**config.mk**
```make
export PLATFORM = sky130hd
export DESIGN_NAME = dma_evt_status
export DESIGN_NICKNAME = d
export VERILOG_FILES = /design/src/rtl/dma_evt_pkg.sv /design/src/rtl/dma_half_det.sv /design/src/rtl/dma_drop_det.sv /design/src/rtl/dma_stat_reg.sv /design/src/rtl/dma_evt_status.sv
export SDC_FILE = /design/constraint.sdc
export NUM_CORES = 1
export LEC_CHECK = 0
export BUFFER_PORTS_ARGS = -buffer_cell sky130_fd_sc_hd__buf_2
export CAP_MARGIN = 25
export CORE_ASPECT_RATIO = 1.4
export CORE_MARGIN = 2
export CORE_UTILIZATION = 56
export CTS_CLUSTER_SIZE = 10
export DETAILED_ROUTE_END_ITERATION = 7
export MAX_ROUTING_LAYER = met4
export PLACE_DENSITY = 0.82
export SETUP_SLACK_MARGIN = 0.4
export SLEW_MARGIN = 20
export SYNTH_ARGS = -nofsm -noshare
export SYNTH_HDL_FRONTEND = slang
export SYNTH_SLANG_ARGS = --single-unit
```
**constraint.sdc**
```tcl
create_clock -name clk -period 11.1 [get_ports clk]
set_clock_uncertainty 0.05 [all_clocks]
set_input_delay 1.11 -clock clk [delete_from_list [all_inputs] [get_ports clk]]
set_output_delay 1.11 -clock clk [all_outputs]
set_load 0.01 [all_outputs]
```
**src/rtl/dma_evt_pkg.sv**
```systemverilog
package dma_evt_pkg;
    // Bit positions of the status word
    localparam int unsigned ST_HALF = 2;
    localparam int unsigned ST_DROP = 1;
    localparam int unsigned ST_TMO  = 0;
    localparam int unsigned ST_W    = 3;

    typedef struct packed {
        logic half;
        logic drop;
        logic tmo;
    } evt_t;
endpackage

```
**src/rtl/dma_half_det.sv**
```systemverilog
module dma_half_det #(
    parameter int unsigned CNT_W = 16
) (
    input  logic             clk,
    input  logic             rst_n,
    input  logic [CNT_W-1:0] frame_len,
    input  logic             frame_start,
    input  logic             elem_done,
    output logic             half_evt
);
    localparam int unsigned CW = CNT_W + 1;

    typedef struct packed {
        logic [CW-1:0] cnt;
        logic          fired;
    } st_t;

    st_t st_d, st_q;
    logic [CW-1:0] base_cnt;
    logic          base_fired;
    logic          step;
    logic [CW:0]   twice;

    always_comb begin
        st_d       = st_q;
        base_cnt   = frame_start ? '0 : st_q.cnt;
        base_fired = frame_start ? 1'b0 : st_q.fired;
        step       = elem_done && (base_cnt != {CW{1'b1}});
        st_d.cnt   = base_cnt + {{(CW-1){1'b0}}, step};
        twice      = {st_d.cnt, 1'b0};
        half_evt   = elem_done && !base_fired && (frame_len != '0)
                     && (twice >= {2'b00, frame_len});
        st_d.fired = base_fired | half_evt;
    end

    always_ff @(posedge clk or negedge rst_n) begin
        if (!rst_n) st_q <= '0;
        else        st_q <= st_d;
    end

    p_evt_on_elem_r2: assert property (@(posedge clk) disable iff (!rst_n)
        half_evt |-> elem_done);
    p_once_r4: assert property (@(posedge clk) disable iff (!rst_n)
        half_evt |=> (!half_evt || frame_start));
endmodule

```
**src/rtl/dma_drop_det.sv**
```systemverilog
module dma_drop_det (
    input  logic clk,
    input  logic rst_n,
    input  logic sync_evt,
    input  logic req_busy,
    output logic drop_evt
);
    typedef struct packed {
        logic pend;
    } st_t;

    st_t st_d, st_q;

    always_comb begin
        st_d     = st_q;
        drop_evt = sync_evt && (st_q.pend || req_busy);
        if (req_busy)
            st_d.pend = 1'b0;
        else if (sync_evt && !drop_evt)
            st_d.pend = 1'b1;
    end

    always_ff @(posedge clk or negedge rst_n) begin
        if (!rst_n) st_q <= '0;
        else        st_q <= st_d;
    end

    p_drop_needs_sync_r5: assert property (@(posedge clk) disable iff (!rst_n)
        drop_evt |-> sync_evt);
    p_busy_no_pend_r5: assert property (@(posedge clk) disable iff (!rst_n)
        req_busy |=> !st_q.pend);
endmodule

```
**src/rtl/dma_stat_reg.sv**
```systemverilog
module dma_stat_reg
    import dma_evt_pkg::*;
(
    input  logic            clk,
    input  logic            rst_n,
    input  evt_t            set,
    input  logic            rd,
    output logic [ST_W-1:0] stat,
    output logic            chan_irq,
    output logic            bus_err_irq
);
    typedef struct packed {
        evt_t bits;
        logic chan;
        logic bus;
    } st_t;

    st_t  st_d, st_q;
    evt_t fresh;
    evt_t kept;

    always_comb begin
        st_d       = st_q;
        kept       = rd ? '0 : st_q.bits;
        fresh      = set & ~kept;
        st_d.bits  = kept | set;
        st_d.chan  = fresh.half | fresh.drop;
        st_d.bus   = fresh.tmo;
    end

    always_ff @(posedge clk or negedge rst_n) begin
        if (!rst_n) st_q <= '0;
        else        st_q <= st_d;
    end

    assign stat        = st_q.bits;
    assign chan_irq    = st_q.chan;
    assign bus_err_irq = st_q.bus;

    p_chan_src_r8: assert property (@(posedge clk) disable iff (!rst_n)
        chan_irq |-> (stat[ST_HALF] || stat[ST_DROP]));
    p_bus_src_r8: assert property (@(posedge clk) disable iff (!rst_n)
        bus_err_irq |-> stat[ST_TMO]);
    p_rd_clear_r9: assert property (@(posedge clk) disable iff (!rst_n)
        (rd && set == '0) |=> stat == '0);
endmodule

```
**src/rtl/dma_evt_status.sv**
```systemverilog
module dma_evt_status
    import dma_evt_pkg::*;
#(
    parameter int unsigned CNT_W = 16
) (
    input  logic             clk,
    input  logic             rst_n,
    input  logic [CNT_W-1:0] frame_len,
    input  logic             frame_start,
    input  logic             elem_done,
    input  logic             sync_evt,
    input  logic             req_busy,
    input  logic             src_tmo,
    input  logic             dst_tmo,
    input  logic             half_ie,
    input  logic             drop_ie,
    input  logic             tmo_ie,
    input  logic             stat_rd,
    output logic [2:0]       stat,
    output logic             chan_irq,
    output logic             bus_err_irq
);
    logic half_evt;
    logic drop_evt;
    evt_t set;

    dma_half_det #(.CNT_W(CNT_W)) u_half (
        .clk         (clk),
        .rst_n       (rst_n),
        .frame_len   (frame_len),
        .frame_start (frame_start),
        .elem_done   (elem_done),
        .half_evt    (half_evt)
    );

    dma_drop_det u_drop (
        .clk      (clk),
        .rst_n    (rst_n),
        .sync_evt (sync_evt),
        .req_busy (req_busy),
        .drop_evt (drop_evt)
    );

    always_comb begin
        set.half = half_evt && half_ie;
        set.drop = drop_evt && drop_ie;
        set.tmo  = (src_tmo || dst_tmo) && tmo_ie;
    end

    dma_stat_reg u_stat (
        .clk         (clk),
        .rst_n       (rst_n),
        .set         (set),
        .rd          (stat_rd),
        .stat        (stat),
        .chan_irq    (chan_irq),
        .bus_err_irq (bus_err_irq)
    );

    p_half_gate_r1: assert property (@(posedge clk) disable iff (!rst_n)
        (!stat[ST_HALF] && !half_ie) |=> !stat[ST_HALF]);
    p_drop_gate_r6: assert property (@(posedge clk) disable iff (!rst_n)
        (!stat[ST_DROP] && !drop_ie) |=> !stat[ST_DROP]);
    p_tmo_gate_r7: assert property (@(posedge clk) disable iff (!rst_n)
        (!stat[ST_TMO] && !(tmo_ie && (src_tmo || dst_tmo))) |=> !stat[ST_TMO]);
endmodule

```
==> summary.md, run 1 <==
| Metric | Value |
|---|---|
| DP HPWL | 2730 µm |
| Clock Latency Late Sink | 0.32 ns |
| FFs w/ async S/R, synth | 100% |
| Critical path class | primary input to register |
| CTS tree | built |
| Vias per inst | 5.58 |
| Setup repair after global routing missed its margin | no |
| Crit path capture | u_half.st_q[0]$_DFF_PN0_ |
| CP max stage cell | or3_2 |
| Syn avg cell area | 9.53 µm² |
| Drt wl/cell | 14.1 µm |
| Worst R2R Setup Slack | 6.48 ns |
| Fin nets | 246 |
| Total CTS buffers | 3 |
| Core ar. | 2640 µm² |
| Share of the synthesized area in the top cell type | 38.2% |
| Count of pins over their slew limit | 0 |
| Total GRT Usage | 23.9% |
| Synth Cell Area | 1570 µm² |
| Post-cts sizing count | 0 |
| Final min period | 5.20 ns |
| Die Wd | 48.8 µm |
| Setup violations, final | 0 |
| CP Buf/Inv Count | 1 |
| N_diodes | 0 |
| Post-Syn Nets | 210 |
| Crit Path Max Fanout | 17 |
| Worst EP required | 11.28 ns |
| Final Hold Fails | 0 |
| Synth Flop Type | dfrtp_1 |
| R2R depth | 19 |
| Most common cell on crit path | ha_1 |
| Setup_tns | 0 ns |
| Crit-path max cell delay | 0.49 ns |
| Die area | 3250 µm² |
| Top cell family by delay on the critical path | simple AND/OR/NAND/NOR gates |
| Max-Cap Viols | 0 |
| Total Power | 0.000160 W |
| Vias | 1316 |
| CP Cell Sequence | buf_2, nor2b_2, nand4_2, or3_2, o31a_1, ha_1, ha_1, nand3_4, and3b_1, and3_1, nand3_1, xor2_1, nor2_1, ha_1, nand2_1, nor3b_1, o31a_1, a2111oi_2, o211ai_2, a32o_1 |
| Vias in the first global route | 1326 |
| YS warnings | 0 |
| Worst-margin pin slew | 0.502 ns |
| Layout cells sized above 1 | 23.5% |
| Worst r2r dst | u_half.st_q[0]$_DFF_PN0_ |
| Period utilization | 46.8% |
| Cells after Synth | 165 |
| Synth top area cells | dfrtp_1 (38%), ha_1 (14%), inv_1 (5.0%) |
| Static Leakage | 0.996 nW |
| Final antenna-violating net count | 0 |
| DRC viols | 0 |
| Slew margin rel. | 66.5% |
| # hold bufs at CTS | 0 |
| PD cells | 88.2 nW/µm² |
| Placer Congestion | 0.768 |
| H-tree depth | 1 |
| Std-Cell Rows | 22 |
| Clock sinks | 24 |
| Worst hold-check path type | register to register |
| Post-CTS Setup Repair Bufs | 0 |
| Crit. path cell count | 20 |
| Reg clk slew, reported paths | 0.13 ns |
| Initial antenna violation count | 0 |
| Post-synth EDFFs | 0 |
| CP startpoint | frame_start |
| Worst Setup End Kind | register |
| Fmax | 192 MHz |
| Cell taking the most area after synthesis | dfrtp_1 |
| Drt total wl | 3330 µm |
| First-pass GRT wire length | 5760 µm |
| Hold Crit Depth | 1 |
| Maximum number of pins on one net before global-route repair | 25 |
| Root buf cell | clkbuf_4 |
| Area Growth Syn to Fin | 15.1% |
| Yosys cell types | 39 |
| IO buf count | 32 |
| FF+latch count, synth | 24 |
| Most common cell after layout, fill and taps aside | buf_2 |
| CP arrival | 5.37 ns |
| Fin area | 1810 µm² |
| Peak VDD IR | 57.9 µV |
| Drt first pass iters | 6 |
| IO Count | 33 |
| Seq/Total Area, Yosys | 38.2% |
| Worst Setup Start Kind | primary input |
| Most frequent cells in the layout | buf_2 (32), dfrtp_1 (24), inv_1 (21) |
| Initial Util | 59.5% |
| CTS max path bufs | 2 |
| DRT iter0 DRCs | 27 |
| Area after DPL | 1770 µm² |
| Status | finished clean |
| Die Y | 66.7 µm |
| Launch point of the worst reg-to-reg path | u_half.st_q[11]$_DFF_PN0_ |
| Gr ovfl total | 0 |
[report_power, final]
group          switching (W)  internal, W
Combinational      0.0000121   0.00000952
Sequential        0.00000180    0.0000900
Clock              0.0000262    0.0000201
[through the flow]
stage	worst slack [ns]	utilization, %	std cells	hold WS (ns)
global placement	5.72	67.1	232	0.403
global route	5.65	68.5	236	0.457
CTS	5.90	68.5	236	0.428
finish	5.90	68.5	236	0.428
floorplan	6.19	-	165	0.408
detailed placement	5.56	67.1	232	0.410
[sequential cells by signal, summed over array words and instances, names as in the netlist]
name                flops
u_half.st_q            18
u_stat.bus_err_irq      1
u_stat.stat             3
u_drop.st_q             1
u_stat.chan_irq         1
[routing by layer]
| layer | track usage (%) | wire, µm |
|---|---|---|
| met1 | 24.5 | 1340 |
| met2 | 45.7 | 1780 |
| met3 | 1.12 | 109 |
| met4 | 13.2 | 97 |
| met5 | - | 0 |
[cells in the mapped netlist, types with 3 or more instances]
| cell | number |
|---|---|
| xnor2_1 | 6 |
| inv_1 | 21 |
| ha_1 | 17 |
| o21ai_0 | 5 |
| nor2_1 | 14 |
| a21o_1 | 4 |
| xor2_1 | 8 |
| nor4_1 | 4 |
| nand3_1 | 6 |
| nand2_1 | 12 |
| nand4_1 | 3 |
| dfrtp_1 | 24 |
| a21oi_1 | 6 |
| nor2b_1 | 7 |
[cell families (layout without fill, tap and decap cells)]
logic type	count (synthesis)	count (layout)	synth area share, %
simple gates	63	63	23.8
compound gates	25	25	11.5
flops	24	24	38.2
buf+inv	22	57	5.25
fa+ha+maj	17	17	13.5
xor+xnor	14	14	7.80
[how the worst min path moves through the flow]
| stage | from | endpoint | slack (ns) |
|---|---|---|---|
| final | u_stat.stat[0]$_DFF_PN0_ | u_stat.bus_err_irq$_DFF_PN0_ | 0.43 |
| after global routing | u_stat.stat[0]$_DFF_PN0_ | u_stat.bus_err_irq$_DFF_PN0_ | 0.46 |
| after CTS | u_stat.stat[0]$_DFF_PN0_ | u_stat.bus_err_irq$_DFF_PN0_ | 0.43 |
| after detailed placement | u_stat.stat[0]$_DFF_PN0_ | u_stat.bus_err_irq$_DFF_PN0_ | 0.41 |
| after global placement | u_stat.stat[0]$_DFF_PN0_ | u_stat.bus_err_irq$_DFF_PN0_ | 0.40 |
| after floorplan | u_half.st_q[0]$_DFF_PN0_ | u_half.st_q[0]$_DFF_PN0_ | 0.41 |
[cell type report]
| class | count | area (µm²) |
|---|---|---|
| multi-input combinational | 119 | 890 |
| sequential | 24 | 601 |
| clock buffer | 4 | 36.3 |
| tap | 36 | 45.0 |
| inverter | 21 | 78.8 |
| timing repair buffer | 32 | 160 |
| fill | 236 | 832 |
No activity file was read; power rests on OpenSTA's default activity.
==> run 2, diff against run 1 <==
- ABC_AREA: default -> 1
- CORE_UTILIZATION: 56 -> 50
- PLACE_DENSITY: 0.82 -> 0.77
- clock period: 11.1 -> 4.2 ns (I/O delays scaled with it)
==> run 2 against run 1 <==
Net effect:
- utilization decreased by 8.4 points
- design area increased by 12%
- total power increased to 3.2 times the previous value
- sequential power increased to 2.6 times the previous value
- via count increased by 11%
- clock power increased to 4.3 times the previous value
- largest cell class unchanged
- largest power group unchanged
- highest routed layer unchanged
==> summary.md, run 2 <==
| Metric | Value |
|---|---|
| PD cells | 249 nW/µm² (was 88.2 nW/µm²) |
| Vias in the first global route | 1471 (was 1326) |
| Cells after Synth | 220 (was 165) |
| Placed cells | 290 (was 232) |
| Initial antenna violation count | 0 (unchanged) |
| Most common cell on crit path | nand2_1 (was ha_1) |
| N_diodes | 0 (unchanged) |
| Top cell family by delay on the critical path | simple AND/OR/NAND/NOR gates (unchanged) |
| Final instance count without filler cells | 294 (was 236) |
| Synth Cell Area | 1780 µm² (was 1570 µm²) |
| CTS max path bufs | 2 (unchanged) |
| Maximum number of pins on one net before global-route repair | 25 (unchanged) |
| Cell taking the most area after synthesis | dfrtp_1 (unchanged) |
| Yosys cell types | 28 (was 39) |
| Gr ovfl total | 0 (unchanged) |
| Std-Cell Rows | 25 (was 22) |
| Total CTS buffers | 3 (unchanged) |
| Synth top area cells | dfrtp_1 (34%), ha_1 (12%), inv_1 (8.2%) (was dfrtp_1 (38%), ha_1 (14%), inv_1 (5.0%)) |
| Setup_tns | 0 ns (unchanged) |
| Die Wd | 54.4 µm (was 48.8 µm) |
| Worst Setup End Kind | register (unchanged) |
| Critical path class | primary input to register (unchanged) |
| Worst Setup Start Kind | primary input (unchanged) |
| Final min period | 3.45 ns |
| Fmax | 290 MHz |
| Worst hold-check path type | primary input to asynchronous set/reset pin (was register to register) |
| Syn avg cell area | 8.09 µm² (was 9.53 µm²) |
| Synth top cells by count | inv_1 (39), nand2_1 (39), dfrtp_1 (24), nor2_1 (24), ha_1 (17) (was dfrtp_1 (24), inv_1 (21), ha_1 (17), nor2_1 (14), nand2_1 (12)) |
| DRC viols | 0 (unchanged) |
| Core ar. | 3380 µm² (was 2640 µm²) |
| Post-CTS Setup Repair Bufs | 0 (unchanged) |
| Crit-path max cell delay | 0.28 ns (was 0.49 ns) |
| Setup violations, final | 0 (unchanged) |
| Clock Latency Late Sink | 0.26 ns (was 0.32 ns) |
| Seq/Total Area, Yosys | 33.8% (was 38.2%) |
| CP Buf/Inv Count | 5 (was 1) |
| IO Count | 33 (unchanged) |
| # hold bufs at CTS | 0 (unchanged) |
| Final Hold Fails | 0 (unchanged) |
| IO buf count | 32 (unchanged) |
| YS warnings | 0 (unchanged) |
| Total GRT Usage | 22.4% (was 23.9%) |
| Count of pins over their slew limit | 0 (unchanged) |
| Static Leakage | 1.16 nW (was 0.996 nW) |
| CP arrival | 3.56 ns (was 5.37 ns) |
| Max reg flops | 18 (unchanged) |
| Largest Register | u_half.st_q (unchanged) |
| Hold WS | 0.0748 ns (was 0.428 ns) |
| Final antenna-violating net count | 0 (unchanged) |
| Max-Cap Viols | 0 (unchanged) |
| Area Growth Syn to Fin | 14.1% (was 15.1%) |
| Drt first pass iters | 4 (was 6) |
| Post-Syn Nets | 265 (was 210) |
| Layout cells sized above 1 | 26.8% (was 23.5%) |
| Drt wl/cell | 12.5 µm (was 14.1 µm) |
| DRT iter0 DRCs | 21 (was 27) |
| Vias per inst | 4.99 (was 5.58) |
| Period utilization | 82.2% |
| H-tree depth | 1 (unchanged) |
| Post-synth EDFFs | 0 (unchanged) |
| Die area | 4060 µm² (was 3250 µm²) |
| FFs w/ async S/R, synth | 100% (unchanged) |
| Placer Congestion | 0.872 (was 0.768) |
| Die Y | 74.6 µm (was 66.7 µm) |
| Crit Path Max Fanout | 11 (was 17) |
| Status | finished clean (unchanged) |
| Fin nets | 300 (was 246) |
| Slew margin rel. | 64.4% (was 66.5%) |
| CTS tree | built (unchanged) |
| DP HPWL | 2990 µm (was 2730 µm) |
| Initial Util | 52.7% (was 59.5%) |
| Drt total wl | 3690 µm (was 3330 µm) |
| Clock sinks | 24 (unchanged) |
| Reg clk slew, reported paths | 0.08 ns (was 0.13 ns) |
| Synth Flop Type | dfrtp_1 (unchanged) |
| Setup repair after global routing missed its margin | no (unchanged) |
| CP startpoint | frame_start (unchanged) |
| Worst-margin pin slew | 0.534 ns (was 0.502 ns) |
| CP max stage cell | ha_1 (was or3_2) |
| Peak VDD IR | 220 µV (was 57.9 µV) |
| FF+latch count, synth | 24 (unchanged) |
| Launch point of the worst reg-to-reg path | u_half.st_q[13]$_DFF_PN0_ (was u_half.st_q[11]$_DFF_PN0_) |
| First-pass GRT wire length | 6310 µm (was 5760 µm) |
| Share of the synthesized area in the top cell type | 33.8% (was 38.2%) |
| Most frequent cells in the layout | inv_1 (39), nand2_1 (39), buf_2 (32) (was buf_2 (32), dfrtp_1 (24), inv_1 (21)) |
| Worst EP required | 4.31 ns (was 11.28 ns) |
| Total Power | 0.000506 W (was 0.000160 W) |
| Post-cts sizing count | 0 (unchanged) |
| Root buf cell | clkbuf_8 (was clkbuf_4) |
| Vias | 1466 (was 1316) |
==> run 2: path summary, 6_finish.rpt <==
check / depth (start not counted) / slack (ns) / end
setup / recovery: 29 / 0.75 / u_stat.chan_irq$_DFF_PN0_
hold / removal: 1 / 0.07 / u_stat.stat[1]$_DFF_PN0_
setup reg to reg: 27 / 0.79 / u_stat.chan_irq$_DFF_PN0_
hold reg to reg: 1 / 0.43 / u_stat.bus_err_irq$_DFF_PN0_
max in group asynchronous: 1 / 3.67 / u_half.st_q[2]$_DFF_PN0_
min in group clk: 2 / 0.26 / u_drop.st_q$_DFFE_PN0P_
==> run 2: per-layer routing <==
layer  routed length, µm  vias to the layer above  track usage, %
met3                 104                        5            2.01
li1                    -                      748               -
met5                   0                        -               -
met1                1500                      680            24.5
met4                  59                        0            7.50
met2                2020                       33            40.8
==> run 2: layout make-up <==
cell class,instances,area [µm²]
well taps,40,50.0
flip-flops and latches,24,601
repair buffers,32,160
inverters,41,159
multi-input cells,153,988
clock buffers,3,41.3
clock inverters,1,30.0
fillers,301,1350
==> run 2: metrics by stage <==
stage	setup slack, ns	util, %	cell area (µm²)
detailed placement	0.540	58.0	1960
global placement	0.614	58.0	1960
CTS	0.745	60.1	2030
floorplan	0.858	-	1780
global route	0.408	60.1	2030
finish	0.746	60.1	2030
==> run 2: kinds of logic after synthesis <==
family | after synthesis | synth area share [%]
DFF | 24 | 33.8
adders and majority gates | 17 | 12.0
AOI/OAI and AO/OA | 14 | 4.92
and+or+nand+nor | 110 | 32.8
buffers and inverters | 43 | 10.7
xor gates and xnor gates | 12 | 5.91
==> run 2: where the power goes <==
part	leakage (nW)	switching [W]	internal, W	total [W]
Clock	0.0357	0.0000723	0.000127	0.000200
Combinational	0.802	0.0000394	0.0000255	0.0000649
Sequential	0.325	0.00000381	0.000238	0.000242
